[src/rtl/vcksm_pkg.sv]
package vcksm_pkg;
  parameter int unsigned WORD_W    = 32;
  parameter int unsigned NUM_WORDS = 4;
  parameter int unsigned SEED_IDX  = 1;
  parameter int unsigned DEST_IDX  = 1;
  localparam int unsigned VEC_W    = WORD_W * NUM_WORDS;
  localparam int unsigned IDX_W    = (NUM_WORDS > 1) ? $clog2(NUM_WORDS) : 1;

  typedef logic [WORD_W-1:0] word_t;
  typedef logic [VEC_W-1:0]  vec_t;
endpackage

[src/rtl/vcksm_word_sel.sv]
module vcksm_word_sel #(
  parameter int unsigned W     = 32,
  parameter int unsigned N     = 4,
  parameter int unsigned IDX_W = (N > 1) ? $clog2(N) : 1
) (
  input  logic [N*W-1:0] vec_i,
  input  logic [IDX_W-1:0] idx_i,
  output logic [W-1:0]   word_o
);
  logic [W-1:0] words [N];

  // word 0 sits in the most significant slice
  for (genvar k = 0; k < N; k++) begin : g_split
    assign words[k] = vec_i[(N-1-k)*W +: W];
  end

  assign word_o = words[idx_i];
endmodule

[src/rtl/vcksm_eac_add.sv]
module vcksm_eac_add #(
  parameter int unsigned W = 32
) (
  input  logic [W-1:0] acc_i,
  input  logic [W-1:0] word_i,
  output logic [W-1:0] sum_o
);
  logic [W:0] raw;

  // carry-out folded back into bit 0; the fold cannot carry again
  always_comb begin
    raw   = {1'b0, acc_i} + {1'b0, word_i};
    sum_o = raw[W-1:0] + {{(W-1){1'b0}}, raw[W]};
  end


  always_comb begin
    eac_nonzero_chk: assert (((acc_i | word_i) == '0) || (sum_o != '0))
      else $error("end-around sum collapsed to zero");
  end
endmodule

[src/rtl/vcksm_pack.sv]
module vcksm_pack #(
  parameter int unsigned W   = 32,
  parameter int unsigned N   = 4,
  parameter int unsigned POS = 1
) (
  input  logic [W-1:0]   word_i,
  output logic [N*W-1:0] vec_o
);
  for (genvar k = 0; k < N; k++) begin : g_place
    if (k == POS) begin : g_hit
      assign vec_o[(N-1-k)*W +: W] = word_i;
    end else begin : g_zero
      assign vec_o[(N-1-k)*W +: W] = '0;
    end
  end
endmodule

[src/rtl/vcksm_unit.sv]
module vcksm_unit
  import vcksm_pkg::*;
(
  input  logic         clk_i,
  input  logic         rst_ni,
  input  logic         start_i,
  input  logic [127:0] data_vec_i,
  input  logic [127:0] seed_vec_i,
  output logic         done_o,
  output logic [127:0] result_o
);
  localparam logic [IDX_W-1:0] LAST_IDX = IDX_W'(NUM_WORDS - 1);
  localparam logic [IDX_W-1:0] SEED_SEL = IDX_W'(SEED_IDX);

  vec_t             data_q;
  word_t            acc_q;
  logic [IDX_W-1:0] idx_q;
  logic             busy_q;
  logic             done_q;
  vec_t             res_q;

  word_t seed_w, cur_w, sum_w;
  vec_t  packed_w;
  logic  accept_w;

  assign accept_w = start_i && !busy_q;

  vcksm_word_sel #(.W(WORD_W), .N(NUM_WORDS), .IDX_W(IDX_W)) i_seed_sel (
    .vec_i (seed_vec_i),
    .idx_i (SEED_SEL),
    .word_o(seed_w)
  );

  vcksm_word_sel #(.W(WORD_W), .N(NUM_WORDS), .IDX_W(IDX_W)) i_data_sel (
    .vec_i (data_q),
    .idx_i (idx_q),
    .word_o(cur_w)
  );

  vcksm_eac_add #(.W(WORD_W)) i_add (
    .acc_i (acc_q),
    .word_i(cur_w),
    .sum_o (sum_w)
  );

  vcksm_pack #(.W(WORD_W), .N(NUM_WORDS), .POS(DEST_IDX)) i_pack (
    .word_i(sum_w),
    .vec_o (packed_w)
  );

  always_ff @(posedge clk_i or negedge rst_ni) begin
    if (!rst_ni) begin
      data_q <= '0;
      acc_q  <= '0;
      idx_q  <= '0;
      busy_q <= 1'b0;
      done_q <= 1'b0;
      res_q  <= '0;
    end else begin
      done_q <= 1'b0;
      if (accept_w) begin
        data_q <= data_vec_i;
        acc_q  <= seed_w;
        idx_q  <= '0;
        busy_q <= 1'b1;
      end else if (busy_q) begin
        acc_q <= sum_w;
        if (idx_q == LAST_IDX) begin
          busy_q <= 1'b0;
          done_q <= 1'b1;
          res_q  <= packed_w;
        end else begin
          idx_q <= idx_q + 1'b1;
        end
      end
    end
  end

  assign done_o   = done_q;
  assign result_o = res_q;


  done_pulse_chk: assert property (@(posedge clk_i) disable iff (!rst_ni)
    done_q |=> !done_q);


  done_after_last_chk: assert property (@(posedge clk_i) disable iff (!rst_ni)
    (busy_q && idx_q == LAST_IDX) |=> done_q);


  busy_hold_chk: assert property (@(posedge clk_i) disable iff (!rst_ni)
    (busy_q && idx_q != LAST_IDX) |=> (busy_q && !done_q));


  accept_chk: assert property (@(posedge clk_i) disable iff (!rst_ni)
    accept_w |=> (busy_q && idx_q == '0));


  result_hold_chk: assert property (@(posedge clk_i) disable iff (!rst_ni)
    !(busy_q && idx_q == LAST_IDX) |=> $stable(res_q));
endmodule

[config.mk]
export PLATFORM = sky130hd
export DESIGN_NAME = vcksm_unit
export DESIGN_NICKNAME = d
export VERILOG_FILES = /design/src/rtl/vcksm_pkg.sv /design/src/rtl/vcksm_word_sel.sv /design/src/rtl/vcksm_eac_add.sv /design/src/rtl/vcksm_pack.sv /design/src/rtl/vcksm_unit.sv
export SDC_FILE = /design/constraint.sdc
export NUM_CORES = 1
export LEC_CHECK = 0
export BUFFER_PORTS_ARGS = -buffer_cell sky130_fd_sc_hd__clkbuf_2
export CAP_MARGIN = 20
export CORE_ASPECT_RATIO = 0.6
export CORE_UTILIZATION = 24
export DETAILED_ROUTE_END_ITERATION = 8
export SLEW_MARGIN = 40
export SYNTH_ARGS = -nofsm -noshare
export SYNTH_HDL_FRONTEND = slang
export SYNTH_SLANG_ARGS = --single-unit
[constraint.sdc]
create_clock -name clk_i -period 8.9 [get_ports clk_i]
set_input_delay 0.89 -clock clk_i [delete_from_list [all_inputs] [get_ports clk_i]]
set_output_delay 0.89 -clock clk_i [all_outputs]
set_load 0.05 [all_outputs]
Yosys cells after proc, flatten, opt, wreduce, memory -nomap -nowiden
Index checks and enable logic that the tools add are counted.

cells by class
  add/subtract/negate cells = 3
  magnitude comparators = 1
  eq/ne operators = 2
  mux-type cells = 14
  bitwise logic cells = 2
  reduce and logical (&&, ||, !) cells = 5

operator list
  kind                                                           number
  32-bit two-way mux                                             4
  32-bit binary-select mux with 2-bit select                     1
  32-bit by 32-bit adder with 33-bit output                      1
  32-bit by 1-bit adder with 32-bit output                       1
  1-bit two-way mux                                              6
  2-bit two-way mux                                              3
  3-bit >= comparator, second input constant                     1
  2-bit NOT with 3-bit output                                    1
  3-bit AND reduction                                            1
  2-bit by 1-bit adder with 2-bit output, second input constant  1
  2-bit == test, second input constant                           1
  2-bit != test, second input constant                           1
  2-bit AND reduction                                            1
  2-bit nonzero test                                             1
  1-bit logical AND                                              1
  1-bit logical NOT                                              1
  1-bit NOT                                                      1

storage, ports and cells
  bits in registers = 196
  input bits = 259
  output and inout port bits = 129
  word-level logic and storage cells = 33

Depth between registers and ports, before layout
  depth in word-level cells = 8
  depth in mapped cells = 25
  gate-level depth less buffers = 23

Cells and area by module
Synthesis repeated with hierarchy kept, for this count alone.

second synthesis, totals
  cell total of the unflattened synthesis = 1260
  area, all modules = 17090.1 um^2

modules (own cells, without submodules)
  module          instances  cells each  area each (um^2)  seq. area each (um^2)
  vcksm_unit      1          695         11970.2           7307.0
  vcksm_eac_add   1          358         2526.2            0.0
  vcksm_word_sel  2          39          814.5             0.0
  vcksm_pack      1          129         964.7             0.0

Least setup slack after synthesis
OpenSTA, ideal clock, no wires.

  path type = register -> register
  start point = register idx_q[0]
  end point = register res_q[90], in the netlist result_o[90]
  setup time = 133 ps
  arrival = 5973 ps
  required time = 8767 ps
  setup slack = 2793 ps
  stages on the path, launching flop included = 26
  buffers on the path = 4
  period minus slack after synthesis = 6107 ps
  path through = dfrtp_1 > clkbuf_1 > buf_1 > mux4_2 > ha_1 > buf_2 > o211ai_1 > o21a_1 > a2111oi_4 > o31ai_1 > a41o_1 > o21bai_1 > a21o_1 > a21o_1 > a21o_1 > ha_1 > ha_1 > nand2_1 > nor3_1 > o211ai_1 > nor4_1 > and4_1 > clkbuf_1 > nand4b_1 > xnor2_1 > o21ai_0

on the way
  word-level cells in the longest chain between the ends = 6
  elaborated cells on any way between the ends = 8
  those cells by class = add/sub: 2; eq/ne: 1; mux: 3; bitwise: 1; reduce/logical: 1

ends and longest elaborated chain
  element                                                 line                  text
  start: declaration                                      vcksm_unit.sv:17      logic [IDX_W-1:0] idx_q;
  start signal: assignment                                vcksm_unit.sv:73      idx_q <= idx_q + 1'b1;
  2-bit NOT with 3-bit output (not written as such)       vcksm_word_sel.sv:17  assign word_o = words[idx_i];
  32-bit binary-select mux with 2-bit select              vcksm_word_sel.sv:17
  32-bit two-way mux (not written as such) (2 in series)  vcksm_word_sel.sv:17
  32-bit by 32-bit adder with 33-bit output               vcksm_eac_add.sv:12   raw = {1'b0, acc_i} + {1'b0, word_i};
  32-bit by 1-bit adder with 32-bit output                vcksm_eac_add.sv:13   sum_o = raw[W-1:0] + {{(W-1){1'b0}}, raw[W]};
  end signal: assignment                                  vcksm_unit.sv:71      res_q <= packed_w;
  end: declaration                                        vcksm_unit.sv:20      vec_t res_q;

Several ways; a longest one is shown, not always the timed one. The select of a mux whose other input is x is not followed.
A chain may end at the register's enable or synchronous reset.

Worst setup path in the final report
  start point = register idx_q[1]
  end point = register res_q[92], in the netlist result_o[92]

Same word-level chain as after synthesis.

==> impl_metrics.csv <==
group,metric,value,unit
cts,htreeDepth,4,
status,violations,"DRC",
worst_setup_path,crit_fanout,26,
cts,clock_latency,460,ps
synthesis,synth_ff_type,"dfrtp_1",
route,routed_wl,33.7,mm
worst_setup_path,cp.required,9210,ps
finish,nFillCells,4992,
cts,cts_tree,"built",
synthesis,yosys_warnings,0,
timing,setup_violations,0,
synthesis,synthAdderAreaFrac,0.0388,
global_routing,overflow,0,
synthesis,async_flop_share,1.00,
placement,dp_hpwl,26.1,mm
placement,placedCellCount,1855,
timing,rsz0062_at_grt,"false",
cts,cts_hold_buf,0,
timing,hold_violations,0,
worst_setup_path,crit_buf_inv,0,
cts,numCtsBuffers,17,
worst_setup_path,cpMaxStageDelayCell,"dfrtp_2",
timing,hold_ws,410,ps
synthesis,synth-xor-area-share,0.0362,
die,dieHeight,174,microns
route,dr.pass1.iters,7,
die,core_area,0.0482,sq mm
synthesis,avgSynthCellArea,11.1,sq um
synthesis,synth_edf_count,0,
synthesis,synthSimpleGateAreaFrac,0.106,
worst_setup_path,start_kind,"flop",
synthesis,synth_compound_area_frac,0.123,
synthesis,ys_ff_latch,196,
route,drt_iter0_drc,536,
placement,gp_congestion,0.832,
timing,worst_pin_slew,827,ps
global_routing,antenna_found_initial,5,
synthesis,yosys.area.top_type_share,0.415,
cts,cts.sinks,196,
global_routing,grt_pass1_vias,8532,
die,initial_core_util,0.245,
placement,place_ws,1930,ps
timing,finalCriticalPeriod,6960,ps
die,die_w,288,microns
cts,cts_resized,0,
synthesis,ys_types,81,
status,status,"finished, violations left",
cts,clock_path_buffers,2,
worst_setup_path,crit_type,"flop to flop",
route,final_antenna_net_count,0,
timing,max_slew_margin,0.449,
cts,root_buffer,"clkbuf_16",
worst_setup_path,end_kind,"flop",
global_routing,grt_first_pass_wirelength,51.7,mm
timing,tns,0,ps
die,num_rows,62,
route,wire_per_inst,17.8,microns
die,num_io_pins,388,
worst_setup_path,reg2reg_slack,1940,ps
synthesis,ys_top_cells_by_area,"dfrtp_1 42%, mux2_2 13%, buf_4 6.2%, mux4_2 6.1%, ha_1 3.7%",
route,drc,18,
synthesis,synth_mux_area_frac,0.196,
worst_setup_path,critPathArrivalTime,7270,ps
synthesis,yosysTopAreaCell,"dfrtp_1",
finish,stdcell_count,1890,
min_path,holdCritPathClass,"primary input to asynchronous set/reset pin",
timing,fmax,144,MHz
worst_setup_path,max_stage_delay,870,ps
cts,clkTransAtPathRegs,80,ps
run,maxCapViolCount,0,
finish,drive_gt1_frac,0.352,
timing,fin_skew,18.6,ps
finish,nets,1529,
cts,cts_setup_buffers,0,
route,vias,8498,
route,vias_per_cell,4.50,
finish,area_delta_synth_final,16.3,%
timing,drv_slew,0,
timing,post-route-period-util,0.782,
timing,finalWorstSetupSlack,1940,ps
worst_setup_path,crit_chain,"mux4_2 > ha_1 > o211ai_1 > o21a_1 > a2111oi_4 > o31ai_1 > a41o_1 > o21bai_1 > a21o_1 > a21o_1 > a21o_1 > ha_1 > ha_1 > nand2_1 > nor3_1 > o211ai_1 > nor4_1 > and4_1 > nand3_1 > xnor2_1 > o21ai_0",
synthesis,synth_top_family_by_area,"multiplexers",
synthesis,syn_inst,1067,
global_routing,track_usage,0.138,
synthesis,synth_area,0.0118,sq mm
synthesis,synth-seq-area-share,0.415,
worst_setup_path,crit_family,"compound AO/OA/AOI/OAI gates",
placement,io_buffers,195,
die,dieArea,0.0501,sq mm
global_routing,grt_start_max_net_pins,115,
==> logic make-up after synthesis <==
logic type / count (synthesis)
AND/OR/NAND/NOR: 232
AO/OA/AOI/OAI: 215
other: 1
XOR/XNOR: 48
adder cells (fa/ha/maj): 36
buffers and inverters: 165
flip-flops: 196
multiplexers: 174
==> per-layer routing <==
metal,share of wire,global-route usage
met2,0.44,0.201
met5,0.00080,0
met3,0.064,0.0407
met4,0.011,0.0291
met1,0.49,0.199
==> synth_stat cells, drive strengths merged (9+ instances only) <==
| master | n |
|---|---|
| a211oi | 33 |
| a21o | 14 |
| a21oi | 58 |
| buf | 111 |
| clkbuf | 40 |
| dfrtp | 196 |
| ha | 35 |
| inv | 14 |
| mux2 | 133 |
| mux2i | 9 |
| mux4 | 32 |
| nand2 | 89 |
| nand3 | 18 |
| nand4 | 11 |
| nor2 | 26 |
| nor2b | 28 |
| nor3 | 11 |
| o21ai | 60 |
| xnor2 | 30 |
| xor2 | 18 |
==> worst paths after layout <==
kind | from | to | depth (start not counted)
max in group asynchronous | rst_ni | acc_q[12] | 2
worst min-delay path | rst_ni | data_q[122] | 1
min in group clk_i | result_o[78] | result_o[78] | 2
worst min register to register | result_o[78] | result_o[78] | 2
worst max register to register | idx_q[1] | result_o[92] | 21
worst max-delay path | idx_q[1] | result_o[92] | 21
==> flip-flops by register name (all words and copies together) (netlist names) <==
register  flops
result_o     32
done_o        1
idx_q         2
data_q      128
busy_q        1
acc_q        32
==> layout make-up <==
| class | instances | area, sq um | share of cell area |
|---|---|---|---|
| diodes | 3 | 7.51 | 0.000547 |
| well taps | 640 | 801 | 0.0583 |
| inverters | 14 | 52.6 | 0.00383 |
| clock inverters | 12 | 111 | 0.00811 |
| clock buffers | 20 | 467 | 0.0340 |
| repair buffers | 204 | 1130 | 0.0820 |
| multi-input cells | 801 | 6260 | 0.456 |
| flip-flops and latches | 196 | 4910 | 0.357 |
==> placed cells by master (no fill, tap or decap), types with 9 or more instances in the layout <==
master	count
a211oi_1	31
a21o_1	12
a21oi_1	54
clkbuf_16	18
clkbuf_2	194
conb_1	96
dfrtp_1	193
ha_1	35
inv_1	13
mux2_2	133
mux2i_1	9
mux4_2	32
nand2_1	88
nand3_1	18
nand4_1	10
nor2_1	26
nor2b_1	27
nor3_1	10
o21ai_0	54
xnor2_1	30
xor2_1	17
==> stage by stage <==
stage,utilization,instance area (sq um)
after floorplan,-,12200
after global placement,0.271,13100
after detailed placement,0.273,13100
after CTS,0.285,13700
after global routing,0.285,13700
final,0.285,13700
Power is not shown: default switching activity piles up to over one toggle a cycle in this logic, so the estimate is an artifact.
